`src/rtl/cnt_pkg.sv`:
```
package cnt_pkg;
  typedef struct packed {
    logic clear;
    logic load;
    logic inc;
  } stepCtl_t;
endpackage

```
`src/rtl/stage_ctl.sv`:
```
module stage_ctl
  import cnt_pkg::*;
(
  input  logic     mrN,
  input  logic     loadN,
  input  logic     enP,
  input  logic     enT,
  output stepCtl_t ctl
);
  // Priority: clear, then load, then increment.
  always_comb begin
    ctl.clear = !mrN;
    ctl.load  = mrN && !loadN;
    ctl.inc   = mrN && loadN && enP && enT;
  end
endmodule

```
`src/rtl/stage_dp.sv`:
```
module stage_dp
  import cnt_pkg::*;
#(
  parameter int WIDTH       = 4,
  parameter bit ASYNC_RESET = 1'b1
) (
  input  logic             clk,
  input  logic             arstN,
  input  stepCtl_t         ctl,
  input  logic [WIDTH-1:0] preset,
  output logic [WIDTH-1:0] q,
  output logic             allOnes
);
  localparam logic [WIDTH-1:0] ONE = WIDTH'(1);

  generate
    if (ASYNC_RESET) begin : g_async
      always_ff @(posedge clk or negedge arstN) begin
        if (!arstN)          q <= '0;
        else if (ctl.clear)  q <= '0;
        else if (ctl.load)   q <= preset;
        else if (ctl.inc)    q <= q + ONE;
      end
    end else begin : g_sync
      always_ff @(posedge clk) begin
        if (ctl.clear || !arstN) q <= '0;
        else if (ctl.load)       q <= preset;
        else if (ctl.inc)        q <= q + ONE;
      end
    end
  endgenerate

  assign allOnes = &q;
endmodule

```
`src/rtl/cnt_stage.sv`:
```
module cnt_stage
  import cnt_pkg::*;
#(
  parameter int WIDTH       = 4,
  parameter bit ASYNC_RESET = 1'b1
) (
  input  logic             clk,
  input  logic             mrN,
  input  logic             loadN,
  input  logic             enP,
  input  logic             enT,
  input  logic [WIDTH-1:0] preset,
  output logic [WIDTH-1:0] q,
  output logic             tc
);
  stepCtl_t ctl;
  logic     allOnes;
  logic     arstN;

  assign arstN = ASYNC_RESET ? mrN : 1'b1;

  stage_ctl u_ctl (
    .mrN(mrN), .loadN(loadN), .enP(enP), .enT(enT), .ctl(ctl)
  );

  stage_dp #(.WIDTH(WIDTH), .ASYNC_RESET(ASYNC_RESET)) u_dp (
    .clk(clk), .arstN(arstN), .ctl(ctl), .preset(preset),
    .q(q), .allOnes(allOnes)
  );

  // Only the carry-chain enable gates the terminal count.
  assign tc = enT && allOnes;
endmodule

```
`src/rtl/cascade_counter.sv`:
```
module cascade_counter #(
  parameter int STAGES      = 3,
  parameter int WIDTH       = 4,
  parameter bit ASYNC_RESET = 1'b1,
  localparam int TOTAL      = STAGES * WIDTH
) (
  input  logic             clk,
  input  logic             mrN,
  input  logic             loadN,
  input  logic             enP,
  input  logic             enT,
  input  logic [TOTAL-1:0] preset,
  output logic [TOTAL-1:0] count,
  output logic             tcOut
);
  logic [STAGES:0] tcChain;

  assign tcChain[0] = enT;

  generate
    for (genvar k = 0; k < STAGES; k++) begin : g_stage
      cnt_stage #(.WIDTH(WIDTH), .ASYNC_RESET(ASYNC_RESET)) u_stage (
        .clk   (clk),
        .mrN   (mrN),
        .loadN (loadN),
        .enP   (enP),
        .enT   (tcChain[k]),
        .preset(preset[k*WIDTH +: WIDTH]),
        .q     (count[k*WIDTH +: WIDTH]),
        .tc    (tcChain[k+1])
      );
    end
  endgenerate

  assign tcOut = tcChain[STAGES];
endmodule

```
`config.mk`:
```
export PLATFORM = sky130hd
export DESIGN_NAME = cascade_counter
export DESIGN_NICKNAME = d
export VERILOG_FILES = /design/src/rtl/cnt_pkg.sv /design/src/rtl/stage_ctl.sv /design/src/rtl/stage_dp.sv /design/src/rtl/cnt_stage.sv /design/src/rtl/cascade_counter.sv
export SDC_FILE = /design/constraint.sdc
export NUM_CORES = 1
export LEC_CHECK = 0
export ABC_AREA = 0
export BUFFER_PORTS_ARGS = -buffer_cell sky130_fd_sc_hd__buf_4
export CAP_MARGIN = 25
export CELL_PAD_IN_SITES_DETAIL_PLACEMENT = 2
export CELL_PAD_IN_SITES_GLOBAL_PLACEMENT = 2
export CORE_MARGIN = 8
export CORE_UTILIZATION = 27
export DETAILED_ROUTE_END_ITERATION = 8
export PLACE_DENSITY_LB_ADDON = 0.1
export SLEW_MARGIN = 20
export SYNTH_ARGS = -nofsm -noshare
export SYNTH_HDL_FRONTEND = slang
export SYNTH_HIERARCHICAL = 1
export SYNTH_SLANG_ARGS = --single-unit
export TNS_END_PERCENT = 20
```
`constraint.sdc`:
```
create_clock -name clk -period 2.44 [get_ports clk]
set_input_delay 0.122 -clock clk [delete_from_list [all_inputs] [get_ports clk]]
set_output_delay 0.122 -clock clk [all_outputs]
set_load 0.1 [all_outputs]
```
# --- Yosys cells after proc, flatten, opt, wreduce, memory -nomap -nowiden ---
# Cells that the tools add are included.
word_totals:
  ff_bits: 12
  out_inout_bits: 13
  elab_cells: 31
classes:
  n_addsub: 3
  n_eq_ne: 3
  muxes: 9
  reduce_logical: 13
ops:
  columns: ["operator", "count"]
  rows:
  - ["$mux 4", 9]
  - ["$add 4x1->4 const B", 3]
  - ["$reduce_and 4->1", 3]
  - ["$logic_and 1x1->1", 9]
  - ["$ne 3x1->1 const B", 3]
  - ["$logic_not 1->1", 1]

# --- Depth between registers and ports, before layout ---
depth:
  ltp_word: 7
  ltp_mapped: 8
  depth_no_buf: 8

# --- Modules after synthesis ---
# The synthesis kept the hierarchy.
modules_own_cells:
  columns: ["module", "n_inst", "cells_per_inst", "area_each_um2"]
  rows:
  - ["stage_dp", 3, 23, 231.5]
  - ["stage_ctl", 3, 3, 21.3]
  - ["cnt_stage", 3, 1, 6.3]

# --- Least setup slack after synthesis ---
# Ideal clock, no wire load.
synth_timing:
  path_type: "reg-to-output"
  from: "register g_stage[0].u_stage.u_dp.q[0]"
  to: "output port tcOut"
  arrival_time_ns: 2.359
  required_ns: 2.318
  path_slack_ns: -0.041
  path_stages_with_launch: 6
  n_path_buf: 0
  path_cell_list: "dfrtp_1 > ha_1 > and3_1 > and2_1 > and2_1 > and2_1"
synth_via:
  elab_chain_len: 4
synth_lines:
  columns: ["item", "line_no", "rtl"]
  rows:
  - ["start, declared", "stage_dp.sv:11", "output logic [WIDTH-1:0] q,"]
  - ["start signal, assigned", "stage_dp.sv:21", "else if (ctl.load) q <= preset;"]
  - ["start signal, assigned", "stage_dp.sv:22", "else if (ctl.inc) q <= q + ONE;"]
  - ["$reduce_and 4->1", "stage_dp.sv:33", "assign allOnes = &q;"]
  - ["via g_stage[0].u_stage.allOnes", "cnt_stage.sv:17", "logic allOnes;"]
  - ["$logic_and 1x1->1", "cnt_stage.sv:32", "assign tc = enT && allOnes;"]
  - ["via tcChain[1]", "cascade_counter.sv:16", "logic [STAGES:0] tcChain;"]
  - ["$logic_and 1x1->1", "cnt_stage.sv:32", null]
  - ["via tcChain[2]", "cascade_counter.sv:16", null]
  - ["$logic_and 1x1->1", "cnt_stage.sv:32", null]
  - ["end, declared", "cascade_counter.sv:14", "output logic tcOut"]
# The timed path passes the listed nets, and every way through them passes these cells.

==> key figures <==
Status
  • Run status: completed

Layout
  • Layout Cells excl Fill: 143
  • Leading cell types in the layout, fill and taps excluded: 29 x buf_4, 12 x dfrtp_1, 9 x inv_1
  • Number of flip-flops under the largest register name: 12
  • Total number of nets in the final design: 133
  • Antenna fix cells: 0
  • Final standard cell utilization of the core: 0.387
  • Leading registers by flop count: g_stage.u_stage/u_dp/q (12)
  • Commonest non-fill, non-tap cell in the layout: buf_4
  • Synth-to-layout area growth: 37.2%
  • Final std cell area, no fill: 1070 µm²
  • Layout cells sized above 1: 0.330
  • Number of fillers in the final layout: between 300 and 400
  • Top register by number of flip-flops: g_stage.u_stage/u_dp/q

Pwr
  • Worst-case vdd ir drop: 262 µV
  • Total power divided by cell area: 525 nW/µm²
  • Total power draw: 0.560 mW
  • Static leakage: 0.580 nW

Die
  • Floorplan die area: a little under 5000 µm²
  • Vert. Die Dim: 69.6 µm
  • I/O pin count: 30
  • Effective utilization at floorplan: 0.282
  • Site row count: 19
  • Die width: 69.6 µm
  • Standard cell core area: roughly 2800 µm²

Worst setup path
  • Count of cells along the worst register-to-register path: 8
  • Element type at the critical path end: flip-flop
  • Crit start category: flip-flop
  • Maximum fanout encountered on the critical timing path: 4
  • Critical path required time: 2.60 ns
  • Arrival time at the worst endpoint: 2.14 ns
  • Critical path type: flip-flop to flip-flop

STA
  • Hold Fails Final Rpt: 0
  • Slew of the pin with the lowest slew margin: 0.283 ns
  • Max Slew Vio Count: 0
  • Maximum clock frequency: 0.505 GHz
  • Slew Limit Headroom: 0.813
  • Total setup violations reported at the end of the flow: 0
  • Final setup slack of the worst path: 0.460 ns
  • Unrepaired setup endpoints after global routing: no
  • Tcrit/Tclk final: 0.811
  • Time the worst path needs with I/O delays and setup: 1.98 ns
  • Largest clock skew in the final design: 0.00658 ns

Synth
  • Mapped Cells: 81
  • EDFF count, synth: 0
  • Number of warnings reported in the yosys synthesis log: 6
  • Synthesized area per cell: ~9.6 µm²
  • Sequential element share of the synthesized area: 0.386
  • Main flop type after synthesis: dfrtp_1
  • Synthesized Nets: 101
  • Synth Register Bits: 12
  • Post-synth cell types: 17
  • Combined area of all synthesized cells: 777 µm²
  • Fraction of registers with async set/reset: 1.00

CTS
  • Clock transition at the register clock pins on the worst setup and hold paths after CTS: 0.08 ns
  • Clock root buffer master: clkbuf_4
  • Clock insertion delay at the later pin of the skew report: 0.27 ns
  • Max Root-Sink Buffers: 2
  • Count of H-tree levels built during CTS: 1
  • TritonCTS clock tree: yes
  • Clock Sinks: 12
  • Number of buffers created by CTS: 3
  • Post-CTS Resized: 0
  • Setup fix buffers added after clock tree synthesis: 0

Global route
  • Vias in the first global route: about 750
  • Wire length of the first global-routing pass: 3590 µm
  • GRT Util Overall: 0.0918
  • Antenna violations before repair: 0
  • Maximum number of pins on one net before global-route repair: 22
  • Total congestion overflow: 0

Detailed routing
  • Violation count after the first detailed-route iteration: 28
  • DR DRC count: 0
  • Antenna-violating nets left: 0
  • Post-Route WL: 2180 µm
  • Average detailed-routed wire length per instance: around 15 µm
  • Post-detailed-route via-to-cell ratio: approximately 4.8
  • Via count: 688
  • Pre-antenna DRT Iters: 4

Place
  • Placed Cells: about 140
  • Final GP Congestion: between 0.7 and 0.8
  • Worst slack at placement: 0.460 ns
  • Post-DP HPWL: 1800 µm
  • Number of I/O port buffers: 29
  • Post-placement cell area: 1020 µm²

Hold path
  • Worst hold path type: input port to flip-flop
  • Number of cells on the worst hold path: 3

Run
  • Max Cap Violations: 0
[worst max-delay path, cell delays in order (launching register included)]
cell,delay [ns]
dfrtp_1,0.43
ha_1,0.22
and3_1,0.18
and2_1,0.14
and2_1,0.15
and4_1,0.25
mux2_1,0.32
mux2i_1,0.13
nor2_1,0.05
[logic make-up (layout without fill, tap and decap cells)]
family          count (synthesis)  in the layout  share of synthesized area
fa+ha+maj                       3              3                     0.0483
simple gates                   24             24                      0.184
compound gates                 12             12                     0.0966
buf+inv                        12             43                     0.0628
flops                          12             12                      0.386
mux                             9              9                      0.121
xor+xnor                        9              9                      0.101
[what timing repair did]
| action | 4_1_cts | 5_1_grt |
|---|---|---|
| hold buffers | 1 | 0 |
| hold endpoints to repair | 12 | 0 |
| endpoints found under the setup margin | 0 | 0 |
[final timing paths]
kind,slack [ns],start,end
setup / recovery,0.46,g_stage[0].u_stage/u_dp/q[0]$_DFFE_PN0P_,g_stage[2].u_stage/u_dp/q[1]$_DFFE_PN0P_
hold / removal,0.09,preset[1],g_stage[0].u_stage/u_dp/q[1]$_DFFE_PN0P_
setup reg to reg,0.46,g_stage[0].u_stage/u_dp/q[0]$_DFFE_PN0P_,g_stage[2].u_stage/u_dp/q[1]$_DFFE_PN0P_
hold reg to reg,0.65,g_stage[1].u_stage/u_dp/q[3]$_DFFE_PN0P_,g_stage[1].u_stage/u_dp/q[3]$_DFFE_PN0P_
max in group asynchronous,1.99,mrN,g_stage[2].u_stage/u_dp/q[0]$_DFFE_PN0P_
min in group asynchronous,0.25,mrN,g_stage[1].u_stage/u_dp/q[0]$_DFFE_PN0P_
[metal layers]
metal  routed length [µm]  global-route usage  vias to the layer above
li1                     -                   -                      338
met1                  897               0.109                      333
met2                 1110               0.147                       15
met3                  156              0.0343                        2
met4                   14              0.0335                        0
met5                    0                   0                        -
[cell type report]
cell class	count	area, µm²	area share
Clock buffer	4	36.3	0.0340
Inverter	9	33.8	0.0317
Multi-Input combinational cell	57	429	0.403
Sequential cell	12	300	0.282
Tap cell	31	38.8	0.0364
Timing Repair Buffer	30	228	0.214
[synthesized netlist by cell type, drive strengths merged, types with 6 or more instances]
cell / instances / area share
a21oi: 6 / 0.039
mux2i: 6 / 0.077
inv: 9 / 0.043
xnor2: 6 / 0.068
dfrtp: 12 / 0.39
o21a: 6 / 0.058
nor2: 6 / 0.029
[where the power goes]
part           internal, mW  leakage [nW]  switching, mW  total [mW]
registers             0.210         0.161         0.0133       0.223
logic                0.0541         0.398          0.122       0.176
clock network        0.0906        0.0210         0.0698       0.160
[metrics by stage]
| stage | setup TNS (ns) | hold slack, ns |
|---|---|---|
| after global placement | 0 | 0.00524 |
| after detailed placement | 0 | 0.00439 |
| after global routing | 0 | 0.0967 |
| final | 0 | 0.0899 |
| after floorplan | -0.0603 | -0.174 |
| after CTS | 0 | 0.0834 |
No activity file was read; power rests on OpenSTA's default activity.
